$ cat config.mk
export PLATFORM = sky130hd
export DESIGN_NAME = xonxoff_gate
export DESIGN_NICKNAME = d
export VERILOG_FILES = /design/src/rtl/xg_pkg.sv /design/src/rtl/xg_char_regs.sv /design/src/rtl/xg_matcher.sv /design/src/rtl/xg_txgate.sv /design/src/rtl/xonxoff_gate.sv
export SDC_FILE = /design/constraint.sdc
export NUM_CORES = 1
export LEC_CHECK = 0
export BUFFER_PORTS_ARGS = -buffer_cell sky130_fd_sc_hd__clkbuf_2
export CORE_MARGIN = 2
export CORE_UTILIZATION = 58
export CTS_CLUSTER_DIAMETER = 50
export CTS_CLUSTER_SIZE = 24
export DETAILED_ROUTE_END_ITERATION = 16
export GPL_TIMING_DRIVEN = 0
export HOLD_SLACK_MARGIN = 0.06
export MAX_ROUTING_LAYER = met4
export PLACE_DENSITY_LB_ADDON = 0.3
export REMOVE_ABC_BUFFERS = 1
export SLEW_MARGIN = 20
export SYNTH_ARGS = -nofsm -noshare
export SYNTH_HDL_FRONTEND = slang
export SYNTH_HIERARCHICAL = 1
export SYNTH_SLANG_ARGS = --single-unit
$ cat constraint.sdc
create_clock -name clk -period 2.7 [get_ports clk]
set_input_delay 0.54 -clock clk [delete_from_list [all_inputs] [get_ports clk]]
set_output_delay 0.54 -clock clk [all_outputs]
set_load 0.1 [all_outputs]
$ cat src/rtl/xg_pkg.sv
package xg_pkg;
  localparam int CHR_W = 8;
  localparam int N_CHR = 4;

  typedef enum logic [1:0] {
    SEL_ON1  = 2'd0,
    SEL_ON2  = 2'd1,
    SEL_OFF1 = 2'd2,
    SEL_OFF2 = 2'd3
  } chr_sel_e;

  // A comparison counts only while matching is enabled
  function automatic logic chr_hit(input logic en, input logic [CHR_W-1:0] a,
                                   input logic [CHR_W-1:0] b);
    return en && (a == b);
  endfunction

  // The transmitter may be stopped when idle or as its character ends
  function automatic logic at_boundary(input logic busy, input logic done);
    return !busy || done;
  endfunction
endpackage

$ cat src/rtl/xg_char_regs.sv
module xg_char_regs #(
  parameter int W = xg_pkg::CHR_W,
  parameter int N = xg_pkg::N_CHR,
  localparam int SW = $clog2(N)
) (
  input  logic                clk,
  input  logic                rst_n,
  input  logic                wr_en,
  input  logic [SW-1:0]       wr_sel,
  input  logic [W-1:0]        wr_data,
  output logic [N-1:0][W-1:0] chars
);
  for (genvar i = 0; i < N; i++) begin : g_reg
    always_ff @(posedge clk or negedge rst_n) begin
      if (!rst_n)                               chars[i] <= '0;
      else if (wr_en && wr_sel == SW'(i))       chars[i] <= wr_data;
    end
  end

  // a written register holds the written value on the next cycle
  p_reg_write_r1: assert property (@(posedge clk) disable iff (!rst_n)
    wr_en |=> chars[$past(wr_sel)] == $past(wr_data));
endmodule

$ cat src/rtl/xg_matcher.sv
module xg_matcher
  import xg_pkg::*;
#(
  parameter int W = CHR_W
) (
  input  logic                    clk,
  input  logic                    rst_n,
  input  logic                    sw_en,
  input  logic                    dbl_mode,
  input  logic                    rx_vld,
  input  logic [W-1:0]            rx_data,
  input  logic [N_CHR-1:0][W-1:0] chars,
  output logic                    fifo_we,
  output logic [W-1:0]            fifo_data,
  output logic                    ev_xoff,
  output logic                    ev_xon
);
  logic         pend_vld, pend_off;
  logic [W-1:0] pend_data;
  logic         stash_vld;
  logic [W-1:0] stash_data;

  logic         n_we, n_pend_vld, n_pend_off, n_stash_vld, n_off, n_on;
  logic [W-1:0] n_data, n_pend_data, n_stash_data;

  logic hit_off1, hit_on1, hit_off2, hit_on2;
  logic pair_done, starter, single_hit;

  always_comb begin
    hit_off1   = chr_hit(sw_en, rx_data, chars[SEL_OFF1]);
    hit_on1    = chr_hit(sw_en, rx_data, chars[SEL_ON1]) && !hit_off1;
    hit_off2   = chr_hit(sw_en, rx_data, chars[SEL_OFF2]);
    hit_on2    = chr_hit(sw_en, rx_data, chars[SEL_ON2]);
    pair_done  = pend_vld && (pend_off ? hit_off2 : hit_on2);
    starter    = dbl_mode && (hit_off1 || hit_on1);
    single_hit = !dbl_mode && (hit_off1 || hit_on1);
  end

  always_comb begin
    n_we         = 1'b0;
    n_data       = fifo_data;
    n_pend_vld   = pend_vld;
    n_pend_off   = pend_off;
    n_pend_data  = pend_data;
    n_stash_vld  = 1'b0;
    n_stash_data = stash_data;
    n_off        = 1'b0;
    n_on         = 1'b0;
    if (stash_vld) begin
      n_we   = 1'b1;
      n_data = stash_data;
    end
    if (rx_vld) begin
      if (pair_done) begin
        n_off      = pend_off;
        n_on       = !pend_off;
        n_pend_vld = 1'b0;
      end else begin
        if (pend_vld) begin
          n_we       = 1'b1;
          n_data     = pend_data;
          n_pend_vld = 1'b0;
        end
        if (starter) begin
          n_pend_vld  = 1'b1;
          n_pend_off  = hit_off1;
          n_pend_data = rx_data;
        end else if (single_hit) begin
          n_off = hit_off1;
          n_on  = hit_on1;
        end else if (pend_vld) begin
          n_stash_vld  = 1'b1;
          n_stash_data = rx_data;
        end else begin
          n_we   = 1'b1;
          n_data = rx_data;
        end
      end
    end
  end

  always_ff @(posedge clk or negedge rst_n) begin
    if (!rst_n) begin
      fifo_we    <= 1'b0;
      fifo_data  <= '0;
      pend_vld   <= 1'b0;
      pend_off   <= 1'b0;
      pend_data  <= '0;
      stash_vld  <= 1'b0;
      stash_data <= '0;
      ev_xoff    <= 1'b0;
      ev_xon     <= 1'b0;
    end else begin
      fifo_we    <= n_we;
      fifo_data  <= n_data;
      pend_vld   <= n_pend_vld;
      pend_off   <= n_pend_off;
      pend_data  <= n_pend_data;
      stash_vld  <= n_stash_vld;
      stash_data <= n_stash_data;
      ev_xoff    <= n_off;
      ev_xon     <= n_on;
    end
  end

  // received bytes are at least two cycles apart
  p_rx_gap_r11: assert property (@(posedge clk) disable iff (!rst_n)
    rx_vld |=> !rx_vld);
  // a cycle that reports a control code writes nothing
  p_flow_kept_out_r6: assert property (@(posedge clk) disable iff (!rst_n)
    (ev_xoff || ev_xon) |-> !fifo_we);
  // a stashed byte follows the released held byte on the next cycle
  p_stash_follows_r8: assert property (@(posedge clk) disable iff (!rst_n)
    stash_vld |-> fifo_we ##1 (fifo_we && fifo_data == $past(stash_data)));
  // with matching off and nothing held, a byte passes straight through
  p_disabled_pass_r10: assert property (@(posedge clk) disable iff (!rst_n)
    (rx_vld && !sw_en && !pend_vld) |=> (fifo_we && fifo_data == $past(rx_data)));
  // only one kind of control event per cycle
  p_one_event_r7: assert property (@(posedge clk) disable iff (!rst_n)
    $onehot0({ev_xoff, ev_xon}));
endmodule

$ cat src/rtl/xg_txgate.sv
module xg_txgate
  import xg_pkg::*;
(
  input  logic clk,
  input  logic rst_n,
  input  logic ev_xoff,
  input  logic ev_xon,
  input  logic tx_busy,
  input  logic tx_done,
  input  logic irq_en,
  output logic tx_allow,
  output logic irq_flag
);
  logic susp, halt_pend;
  logic edge_ok;

  assign edge_ok  = at_boundary(tx_busy, tx_done);
  assign tx_allow = !susp;

  always_ff @(posedge clk or negedge rst_n) begin
    if (!rst_n) begin
      susp      <= 1'b0;
      halt_pend <= 1'b0;
      irq_flag  <= 1'b0;
    end else if (ev_xon) begin
      susp      <= 1'b0;
      halt_pend <= 1'b0;
      irq_flag  <= 1'b0;
    end else begin
      if (ev_xoff && irq_en) irq_flag <= 1'b1;
      if (ev_xoff || halt_pend) begin
        if (edge_ok) begin
          susp      <= 1'b1;
          halt_pend <= 1'b0;
        end else begin
          halt_pend <= 1'b1;
        end
      end
    end
  end

  // the transmitter is stopped only at a character boundary
  p_halt_boundary_r3: assert property (@(posedge clk) disable iff (!rst_n)
    $fell(tx_allow) |-> (!$past(tx_busy) || $past(tx_done)));
  // the status flag rises only from an enabled pause event
  p_irq_needs_en_r4: assert property (@(posedge clk) disable iff (!rst_n)
    $rose(irq_flag) |-> ($past(ev_xoff) && $past(irq_en)));
  // a resume event releases the transmitter and clears the flag
  p_resume_clears_r5: assert property (@(posedge clk) disable iff (!rst_n)
    ev_xon |=> (tx_allow && !irq_flag));
endmodule

$ cat src/rtl/xonxoff_gate.sv
module xonxoff_gate
  import xg_pkg::*;
(
  input  logic       clk,
  input  logic       rst_n,
  input  logic       cfg_we,
  input  logic [1:0] cfg_sel,
  input  logic [7:0] cfg_wdata,
  input  logic       sw_en,
  input  logic       dbl_mode,
  input  logic       irq_en,
  input  logic       rx_vld,
  input  logic [7:0] rx_data,
  input  logic       tx_busy,
  input  logic       tx_done,
  output logic       fifo_we,
  output logic [7:0] fifo_data,
  output logic       tx_allow,
  output logic       irq
);
  logic [N_CHR-1:0][CHR_W-1:0] chars;
  logic ev_xoff, ev_xon;

  xg_char_regs #(.W(CHR_W), .N(N_CHR)) u_regs (
    .clk(clk), .rst_n(rst_n), .wr_en(cfg_we), .wr_sel(cfg_sel),
    .wr_data(cfg_wdata), .chars(chars)
  );

  xg_matcher #(.W(CHR_W)) u_match (
    .clk(clk), .rst_n(rst_n), .sw_en(sw_en), .dbl_mode(dbl_mode),
    .rx_vld(rx_vld), .rx_data(rx_data), .chars(chars),
    .fifo_we(fifo_we), .fifo_data(fifo_data),
    .ev_xoff(ev_xoff), .ev_xon(ev_xon)
  );

  xg_txgate u_gate (
    .clk(clk), .rst_n(rst_n), .ev_xoff(ev_xoff), .ev_xon(ev_xon),
    .tx_busy(tx_busy), .tx_done(tx_done), .irq_en(irq_en),
    .tx_allow(tx_allow), .irq_flag(irq)
  );

  // with matching off no control event is raised
  p_no_event_off_r10: assert property (@(posedge clk) disable iff (!rst_n)
    (!sw_en && !$past(sw_en)) |-> !(ev_xoff || ev_xon));
endmodule

==> key figures, run 1 <==
Clocking
  • Worst-path clk slew: 70 ps
  • TritonCTS clock tree: yes
  • CTS Buffer Depth: 2
  • Clk sinks: 65
  • CTS buffer count: 9
  • Root Driver: clkbuf_8
  • Clock latency on the worst-skew pair: roughly 330 ps
  • H-tree Lvls: 3
  • Post-CTS Setup Bufs: 0

Setup path
  • Reg2Reg Depth: 6
  • R2R Setup Slk: 280 ps
  • Critical Path AT: about 2600 ps
  • Worst setup path class: flop to flop
  • Critical path launch point: u_match/pend_off
  • Buf/Inv on CP: 0
  • Cell Chain, Critical Path: mux2i_1 > xnor2_1 > nor3_1 > nand3_2 > and4b_1 > mux2_4
  • CP max stage delay: about 570 ps
  • Critical path peak fanout: 11
  • Critical R2R Capture: u_match/pend_data[4]
  • Kind of cell adding the most delay to the critical path: simple AND/OR/NAND/NOR gates
  • Worst EP required: approximately 2900 ps
  • Slowest-stage cell, CP: dfrtp_2
  • RR Startpoint: u_match/pend_off
  • Critical Path End Type: flop
  • Critical Path Source Type: flop

Die
  • Rows: 26
  • Die Wd: between 70 and 80 um
  • Die H: ~77 um
  • I/O pin count: 38
  • Core area: between 5000 and 6000 um2
  • Die area: between 5000 and 6000 um2
  • Initial core utilization: 0.6086

Drt
  • Remaining DRCs: 0
  • Vias: 1792
  • First-pass detailed-route iteration total: 4
  • Remaining antenna violation count: 0
  • Routed vias/inst: 5.447
  • Final wirelength: between 5 and 6 mm
  • WL/cell: 17.51 um
  • First DRT Iteration DRCs: around 100

Final layout
  • Layout cells sized above 1: 0.4324
  • Fin cells: approximately 330
  • Layout Utilization: 0.6835
  • Fillers: 398
  • Final nets: about 280
  • N_diodes: 0
  • Layout Area Growth over Synthesis: 12.32%

Yosys
  • Most instantiated cells after synthesis: 65 x dfrtp_1, 33 x mux2i_1, 32 x mux2_2, 17 x mux2_4, 16 x xnor2_1
  • YS warnings: 6
  • Count leader, synth: dfrtp_1
  • Post-synth EDFFs: 0
  • Synth top area share: 0.5200
  • Post-synth ARST share: 1.000
  • Main synth FF type: dfrtp_1
  • Seq cells post-synth: 65
  • Syn Area/Cell: 14.15 um2
  • Post-Syn Instances: between 200 and 250
  • Synth cell types: 35
  • Synth area leader: dfrtp_1
  • Synth area leaders: dfrtp_1 52%, mux2_2 12%, mux2i_1 11%, mux2_4 8.2%, xnor2_1 4.5%
  • Synthesized area: between 3000 and 4000 um2
  • Sequential area share after synthesis: 0.5200

Placement
  • PortBufs: 37
  • Placed Cells: about 320
  • RD Place Congestion: slightly above 0.7
  • Detailed Place HPWL: 3.975 mm
  • Setup WS pre-CTS: between 20 and 30 ps

Power and ir drop
  • P_leak: 1.572 nW
  • Design Power: 2.364 mW
  • Worst VDD drop: ~480 uV
  • P per Cell Area: between 600 and 700 nW/um2

Timing
  • Crit share post-route: 0.8949
  • Max Slew Vio Count: 0
  • Final hold vios: 0
  • RSZ-0062 raised after global routing: false
  • Minimum clock period: roughly 2400 ps
  • FMAX: a little over 400 MHz
  • Final clock skew: between 5 and 6 ps
  • Final worst setup slack: around 280 ps
  • Slew margin rel.: 0.5728
  • # setup viols final: 0
  • Worst slew pin tran: ~640 ps
  • Setup Total Neg Slack: 0 ps

GRT
  • Initial antenna violation count: 0
  • Number of global-route vias before repair: 1925
  • Tot GR Track Use: 0.2206
  • First-pass GRT wire length: 9.784 mm
  • GRT overflow: 0
  • Largest net degree at the start of global routing: 45

Status
  • Status: finished clean

Flow run
  • Max Cap Violations: 0

Min path
  • Worst hold path type: input port to async pin
[cells in the final DEF, fill, tap and decap left out, types with 3 or more instances in the layout]
cell	count
clkbuf_1	3
clkbuf_2	36
clkbuf_8	11
dfrtp_1	64
mux2_2	32
mux2_4	17
mux2i_1	33
nor2_1	3
nor3_1	4
xnor2_1	16
xor2_1	8
[power by group]
group	total (mW)	leakage [nW]	internal, mW	switching (mW)
Sequential	1.18	0.811	1.10	0.0742
Combinational	0.476	0.679	0.208	0.268
Clock	0.711	0.0826	0.375	0.336
Total	2.36	1.57	1.69	0.679
[metrics by stage]
stage / hold slack (ps) / cell area, um2
2_1_floorplan: 244.4 / 3047
4_1_cts: 136.8 / 3512
6_report: 135.6 / 3513
3_5_place_dp: 483.9 / 3349
5_1_grt: 143.3 / 3513
3_3_place_gp: 461.7 / 3319
[repair_timing]
action	in CTS	in global routing
endpoints found under the hold margin	0	0
setup endpoints to repair	0	17
resized for setup	0	1
hold buffers	0	0
[layer usage]
metal  global-route usage  vias up  part of all wire
li1                     -      844                 -
met1               0.2872      911              0.47
met2               0.3409       32              0.49
met3              0.06279        5             0.034
met4              0.06429        0            0.0069
met5                    -        -                 0
[cell families after synthesis]
logic type | after synthesis | synth area share
flip-flops | 65 | 0.5200
buffers and inverters | 16 | 0.02840
XOR/XNOR | 24 | 0.06720
multiplexers | 82 | 0.3024
AND/OR/NAND/NOR | 28 | 0.06720
AO/OA/AOI/OAI | 6 | 0.01480
[state kept, by name, summed over array words and instances (netlist names), 8 cells and up]
name	cells
u_match/pend_data	8
u_regs/chars	32
u_match/fifo_data	8
u_match/stash_data	8
[worst max path at each step]
stage / slack [ps] / to / cells past startpoint
global route: 100 / u_match/pend_data[1] / 6
global placement: 70 / u_match/pend_data[5] / 7
floorplan: 460 / u_match/pend_data[0] / 6
finish: 280 / u_match/pend_data[4] / 6
CTS: 60 / u_match/pend_data[1] / 6
detailed placement: 30 / u_match/pend_data[1] / 7
[cell type report]
cell class                      count  area (um2)  share of cell area
Tap cell                           70       87.58             0.02493
Clock buffer                       14       162.7             0.04630
Inverter                            2       7.507            0.002137
Multi-Input combinational cell    140        1413              0.4021
Sequential cell                    65        1628              0.4633
Timing Repair Buffer               38       215.2             0.06125
No activity file was read; power rests on OpenSTA's default activity.
==> inputs of run 2 (changes only) <==
--- a/config.mk
+++ b/config.mk
@@ -7,7 +7,7 @@
 export LEC_CHECK = 0
 export BUFFER_PORTS_ARGS = -buffer_cell sky130_fd_sc_hd__clkbuf_2
 export CORE_MARGIN = 2
-export CORE_UTILIZATION = 58
+export CORE_UTILIZATION = 52
 export CTS_CLUSTER_DIAMETER = 50
 export CTS_CLUSTER_SIZE = 24
 export DETAILED_ROUTE_END_ITERATION = 16
@@ -16,8 +16,6 @@
 export MAX_ROUTING_LAYER = met4
 export PLACE_DENSITY_LB_ADDON = 0.3
 export REMOVE_ABC_BUFFERS = 1
-export SLEW_MARGIN = 20
 export SYNTH_ARGS = -nofsm -noshare
 export SYNTH_HDL_FRONTEND = slang
-export SYNTH_HIERARCHICAL = 1
 export SYNTH_SLANG_ARGS = --single-unit
==> constraint.sdc (replaced) <==
create_clock -name clk -period 2.1 [get_ports clk]
set_input_delay 0.42 -clock clk [delete_from_list [all_inputs] [get_ports clk]]
set_output_delay 0.42 -clock clk [all_outputs]
set_load 0.1 [all_outputs]
==> run 2 against run 1 <==
  * The run now ends with negative setup slack left
  * Fmax up 4.7%
  * Non-clock buffer count up 24
  * Flip-flop and latch count unchanged
  * First-iteration DRC count up 11%
  * Die area up 13%
  * Clock skew up 8.2 ps
  * Final cell count up 19%
  * Synthesized cell count up 14%
  * Total power up 49%
  * Hold slack better by 70 ps
  * Design area up 15%
  * Critical path type unchanged
  * Critical endpoint is now u_match.pend_data[6]
==> key figures, run 2 <==
Status
  • Status: finished, violations left
  • Failing checks: negative setup slack

Clocking
  • H-tree Lvls: 3 (unchanged)
  • Clk sinks: 65 (unchanged)
  • TritonCTS clock tree: yes
  • Root Driver: clkbuf_8
  • CTS Buffer Depth: 2 (unchanged)
  • Worst-path clk slew: 80 ps (about the same)
  • CTS buffer count: 9 (unchanged)
  • Hold_buf cts: 0 (unchanged)
  • Clock latency on the worst-skew pair: 350 ps (+20 ps)

Yosys
  • Sequential area share after synthesis: 0.5100 (-0.009996)
  • Post-Syn Instances: 253 (+14%)
  • YS warnings: 0 (-6)
  • Synth area leaders: dfrtp_1 51%, mux2_2 17%, mux2i_1 5.6%, xnor2_1 4.7%, o221ai_1 2.2%
  • Most instantiated cells after synthesis: 65 x dfrtp_1, 49 x mux2_2, 18 x mux2i_1, 17 x xnor2_1
  • Post-synth ARST share: 1.000 (unchanged)
  • Synth area leader: dfrtp_1
  • Seq cells post-synth: 65 (unchanged)
  • Count leader, synth: dfrtp_1
  • Syn Area/Cell: 12.61 um2 (-11%)
  • Synthesized area: 3189 um2 (+2.0%)
  • Synth cell types: 35 (unchanged)
  • Post-synth EDFFs: 0 (unchanged)
  • Main synth FF type: dfrtp_1
  • Synth top area share: 0.5100 (-0.009996)

GRT
  • Initial antenna violation count: 0 (unchanged)
  • GRT overflow: 0 (unchanged)
  • Tot GR Track Use: 0.2445 (+0.02390)
  • First-pass GRT wire length: 11.51 mm (+18%)
  • Number of global-route vias before repair: 2289 (+19%)
  • Largest net degree at the start of global routing: 66 (+47%)

Setup path
  • R2R Setup Slk: -210 ps (-490 ps)
  • Reg2Reg Depth: 9 (+3)
  • Critical Path End Type: flop
  • Critical R2R Capture: u_match.pend_data[6]
  • Critical Path AT: 2540 ps (-90 ps)
  • Worst setup path class: flop to flop
  • Critical path peak fanout: 4 (-7)
  • Critical Path Source Type: flop
  • Worst EP required: 2330 ps (-590 ps)
  • RR Startpoint: u_match.pend_off

Drt
  • First DRT Iteration DRCs: 112 (+11%)
  • Remaining antenna violation count: 0 (unchanged)
  • Vias: 2316 (+29%)
  • WL/cell: 19.23 um (+9.8%)
  • First-pass detailed-route iteration total: 4 (unchanged)
  • Remaining DRCs: 0 (unchanged)
  • Final wirelength: 7.499 mm (+30%)
  • Routed vias/inst: 5.938 (+9.0%)

Timing
  • # setup viols final: 27 (+27)
  • Slew margin rel.: 0.1998 (-0.3730)
  • Final worst setup slack: -206.8 ps (-490.5 ps)
  • Hold_ws: 206.0 ps (+70.41 ps)
  • RSZ-0062 raised after global routing: true
  • Final hold vios: 0 (unchanged)
  • Final clock skew: 13.29 ps (+8.182 ps)
  • FMAX: 433.5 MHz (+4.7%)
  • Minimum clock period: 2307 ps (-109.5 ps)
  • Worst slew pin tran: 1198 ps (+557.4 ps)
  • Max Slew Vio Count: 0 (unchanged)
  • Crit share post-route: 1.098 (+0.2036)

Power and ir drop
  • P per Cell Area: 869.7 nW/um2 (+29%)
  • Design Power: 3.516 mW (+49%)
  • Worst VDD drop: 580.2 uV (+22%)
  • P_leak: 1.755 nW (+12%)

Placement
  • RD Place Congestion: 0.7990 (+10%)
  • Placed Cells: 349 (+11%)
  • Setup WS pre-CTS: -1004 ps (-1032 ps)
  • Detailed Place HPWL: 4.374 mm (+10%)
  • PortBufs: 37 (unchanged)

Min path
  • Worst hold path type: input port to async pin

Final layout
  • Fin cells: 390 (+19%)
  • Number of flip-flops in the largest register: 32 (unchanged)
  • N_diodes: 0 (unchanged)
  • Commonest non-fill, non-tap cells in the layout: 64 x dfrtp_1, 48 x mux2_2, 36 x clkbuf_2
  • Commonest non-fill, non-tap cell in the layout: dfrtp_1
  • Largest Register: u_regs.chars
  • Final nets: 337 (+19%)
  • Layout cells sized above 1: 0.4730 (+0.04058)
  • Layout Area Growth over Synthesis: 26.76%
  • Layout Utilization: 0.6828 (-0.0007460)

Die
  • Rows: 28 (+7.7%)
  • Initial core utilization: 0.5387 (-0.06990)
  • I/O pin count: 38 (unchanged)
  • Core area: 5921 um2 (+15%)
  • Die H: 82.32 um (+6.3%)
  • Die area: 6776 um2 (+13%)
  • Die Wd: 82.32 um (+6.3%)

Flow run
  • Max Cap Violations: 0 (unchanged)
run 2: cell types whose count changed in the layout (fill, tap and decap cells not counted), sizes merged, moves of 3 or more:
cell / previous run / this run
buf: 1 / 25
mux2i: 33 / 18
nor2: 3 / 14
o41ai: 0 / 9
o221ai: 0 / 8
o32ai: 0 / 8
nand2: 2 / 5
nand3: 3 / 6
nand4: 2 / 5
run 2: how the worst max path moves through the flow:
| stage | end | depth (start not counted) | slack, ps | startpoint |
|---|---|---|---|---|
| 6_report | u_match.pend_data[6] | 9 | -210 | u_match.pend_off |
| 4_1_cts | u_match.stash_data[1] | 9 | -120 | u_match.pend_off |
| 5_1_grt | u_match.stash_data[1] | 9 | -280 | u_match.pend_off |
| 2_1_floorplan | u_match.pend_data[0] | 6 | -370 | u_match.pend_off |
| 3_3_place_gp | u_match.pend_off | 6 | -1000 | u_match.pend_off |
| 3_5_place_dp | u_match.pend_data[1] | 6 | -1000 | u_match.pend_off |
run 2: metrics by stage:
step,instance area (um2),setup TNS [ps]
floorplan,3120,-7924
global placement,3400,-26230
detailed placement,3412,-26370
CTS,3886,-1793
global route,4043,-6484
finish,4043,-4250
run 2: cell families after synthesis:
group,synth area share
AOI/OAI and AO/OA,0.09102
xor gates and xnor gates,0.06591
buffers and inverters,0.02511
DFF,0.5100
muxes,0.2295
and+or+nand+nor,0.07847
run 2: final cells by class:
cell class | count | area (um2)
clock buffer | 14 | 162.7
clock inverter | 2 | 60.06
fill | 431 | 1878
inverter | 3 | 11.26
multi-input combinational | 169 | 1645
sequential | 65 | 1628
tap | 75 | 93.84
timing repair buffer | 62 | 441.7
run 2: routing by layer:
metal  wire (um)  track usage
met5           0            -
met4         235       0.1217
met3         368      0.05761
met2        3692       0.3782
met1        3202       0.3016
run 2: critical path, stage by stage (launching register included):
cell	delay, ps
dfrtp_2	430
buf_12	130
mux2i_4	240
xor2_1	190
nand3_2	140
o41ai_4	380
buf_6	180
nor2_4	50
buf_6	160
mux2_2	270
run 2: where the power goes:
part           internal, mW  switching [mW]  leakage (nW)
combinational         0.317           0.443         0.842
sequential             1.43           0.111         0.802
clock                 0.736           0.477         0.111
run 2: repair_timing:
action,in CTS,in global routing
setup buffers,18,7
resized for setup,21,17
setup endpoints to repair,30,30
pin swaps,4,9
==> inputs of run 3 (changes only) <==
--- a/config.mk
+++ b/config.mk
@@ -14,7 +14,7 @@
 export GPL_TIMING_DRIVEN = 0
 export HOLD_SLACK_MARGIN = 0.06
 export MAX_ROUTING_LAYER = met4
-export PLACE_DENSITY_LB_ADDON = 0.3
+export PLACE_DENSITY = 0.75
 export REMOVE_ABC_BUFFERS = 1
 export SYNTH_ARGS = -nofsm -noshare
 export SYNTH_HDL_FRONTEND = slang
==> run 3 against run 2 <==
  * Die area is the same
  * Total power down 2.9%
  * Sequential power barely moved
  * Via count is 1.8% lower
  * Critical path type unchanged
  * The flow still finishes with violations (negative setup slack)
==> key figures, run 3 (synthesis gave the netlist of run 2 again) <==
Final layout
  • Commonest non-fill, non-tap cells in the layout: 64 x dfrtp_1, 49 x mux2_2, 36 x clkbuf_2
  • Commonest non-fill, non-tap cell in the layout: dfrtp_1
  • Number of flip-flops in the largest register: 32 (unchanged)
  • Fin cells: 382 (-2.1%)
  • Layout Area Growth over Synthesis: 24.21%
  • Final nets: 329 (-2.4%)
  • N_diodes: 0 (unchanged)
  • Layout cells sized above 1: 0.4658 (-0.007218)
  • Largest Register: u_regs.chars

Drt
  • WL/cell: 18.38 um (-4.4%)
  • First DRT Iteration DRCs: 130 (+16%)
  • Final wirelength: 7.023 mm (-6.3%)
  • Remaining DRCs: 0 (unchanged)
  • Routed vias/inst: 5.955 (+0.29%)
  • Vias: 2275 (-1.8%)
  • First-pass detailed-route iteration total: 4 (unchanged)
  • Remaining antenna violation count: 0 (unchanged)

Clocking
  • Clock latency on the worst-skew pair: 350 ps (about the same)
  • CTS buffer count: 9 (unchanged)
  • H-tree Lvls: 3 (unchanged)
  • Clk sinks: 65 (unchanged)
  • Hold_buf cts: 0 (unchanged)
  • TritonCTS clock tree: yes
  • CTS Buffer Depth: 2 (unchanged)
  • Worst-path clk slew: 70 ps (about the same)
  • Root Driver: clkbuf_8

Die
  • Die area: 6776 um2 (unchanged)
  • Die Wd: 82.32 um (unchanged)
  • Die H: 82.32 um (unchanged)
  • I/O pin count: 38 (unchanged)
  • Core area: 5921 um2 (unchanged)
  • Initial core utilization: 0.5387 (unchanged)
  • Rows: 28 (unchanged)

Placement
  • PortBufs: 37 (unchanged)
  • Placed Cells: 349 (unchanged)
  • Detailed Place HPWL: 4.395 mm (+0.50%)
  • RD Place Congestion: 0.7924 (-0.83%)

Power and ir drop
  • P per Cell Area: 861.5 nW/um2 (-0.94%)
  • P_leak: 1.708 nW (-2.7%)
  • Worst VDD drop: 630.1 uV (+8.6%)
  • Design Power: 3.413 mW (-2.9%)

GRT
  • Tot GR Track Use: 0.2327 (-0.01184)
  • Largest net degree at the start of global routing: 66 (unchanged)
  • GRT overflow: 0 (unchanged)
  • Initial antenna violation count: 0 (unchanged)
  • Number of global-route vias before repair: 2183 (-4.6%)
  • First-pass GRT wire length: 11.10 mm (-3.6%)

Timing
  • Worst slew pin tran: 1186 ps (-11.88 ps)
  • RSZ-0062 raised after global routing: true
  • # setup viols final: 27 (unchanged)
  • Slew margin rel.: 0.2077 (+0.007938)
  • Max Slew Vio Count: 0 (unchanged)
  • Crit share post-route: 1.106 (+0.007460)
  • Final hold vios: 0 (unchanged)
  • FMAX: 430.6 MHz (-0.67%)
  • Final clock skew: 6.829 ps (-6.465 ps)
  • Final worst setup slack: -222.5 ps (-15.67 ps)
  • Minimum clock period: 2323 ps (+15.67 ps)

Setup path
  • CP max stage delay: 410 ps (-20 ps)
  • Worst setup path class: flop to flop
  • Reg2Reg Depth: 9 (unchanged)
  • Critical Path End Type: flop
  • Worst EP required: 2340 ps (about the same)
  • Critical R2R Capture: u_match.stash_data[1]
  • R2R Setup Slk: -220 ps (-20 ps)
  • RR Startpoint: u_match.pend_off
  • Critical Path Source Type: flop
  • Critical Path AT: 2560 ps (+20 ps)
  • Cell Chain, Critical Path: buf_12 > mux2i_4 > xor2_1 > nand3_2 > o41ai_4 > buf_6 > nor4_4 > buf_4 > mux2_2
  • Slowest-stage cell, CP: dfrtp_2
  • Critical path peak fanout: 6 (+2)

Status
  • Failing checks: negative setup slack
  • Status: finished, violations left

Flow run
  • Max Cap Violations: 0 (unchanged)

Min path
  • Worst hold path type: input port to async pin
[run 3: area by class of cell]
| class | instances | area [um2] |
|---|---|---|
| Timing Repair Buffer | 54 | 357.8 |
| Inverter | 3 | 11.26 |
| Sequential cell | 65 | 1628 |
| Clock inverter | 2 | 35.03 |
| Clock buffer | 14 | 172.7 |
| Multi-Input combinational cell | 169 | 1663 |
| Fill cell | 443 | 1959 |
| Tap cell | 75 | 93.84 |
[run 3: worst max path at each step]
| stage | cells after the start | end | slack (ps) | from |
|---|---|---|---|---|
| 5_1_grt | 9 | u_match.stash_data[1] | -280 | u_match.pend_off |
| 2_1_floorplan | 6 | u_match.pend_data[0] | -370 | u_match.pend_off |
| 3_5_place_dp | 6 | u_match.pend_data[6] | -990 | u_match.pend_off |
| 4_1_cts | 9 | u_match.stash_data[1] | -110 | u_match.pend_off |
| 6_report | 9 | u_match.stash_data[1] | -220 | u_match.pend_off |
| 3_3_place_gp | 6 | u_match.pend_data[3] | -980 | u_match.pend_off |
[run 3: timing repair]
action | 4_1_cts | 5_1_grt
setup buffers | 13 | 5
gates resized for setup | 16 | 21
pin swaps | 7 | 10
endpoints found under the setup margin | 30 | 29
[run 3: metal layers]
| metal | up-vias | part of all wire | global-route usage |
|---|---|---|---|
| li1 | 1050 | - | - |
| met1 | 1160 | 0.44 | 0.2936 |
| met2 | 57 | 0.50 | 0.3653 |
| met3 | 8 | 0.053 | 0.07283 |
| met4 | 0 | 0.011 | 0.06167 |
| met5 | - | 0 | - |
[run 3: critical path: cells and delay by family (launching register included)]
family	cells	cell delay (ps)
AND/OR/NAND/NOR	2	190
AO/OA/AOI/OAI	1	380
buffers and inverters	3	500
multiplexers	2	520
flip-flops	1	410
XOR/XNOR	1	210
[run 3: stage by stage]
stage	setup WS (ps)	hold WS, ps	utilization	area [um2]	setup TNS [ps]
after global placement	-977.4	442.7	0.5742	3400	-25720
after detailed placement	-988.8	454.1	0.5763	3412	-26160
after floorplan	-370.5	124.4	-	3120	-7924
after global routing	-284.2	293.3	0.6691	3961	-6354
final	-222.5	200.5	0.6691	3961	-4966
after CTS	-113.1	240.3	0.6407	3794	-1645
[run 3: power breakdown]
part	switching (mW)	internal [mW]
sequential	0.118	1.43
clock	0.464	0.645
combinational	0.438	0.314
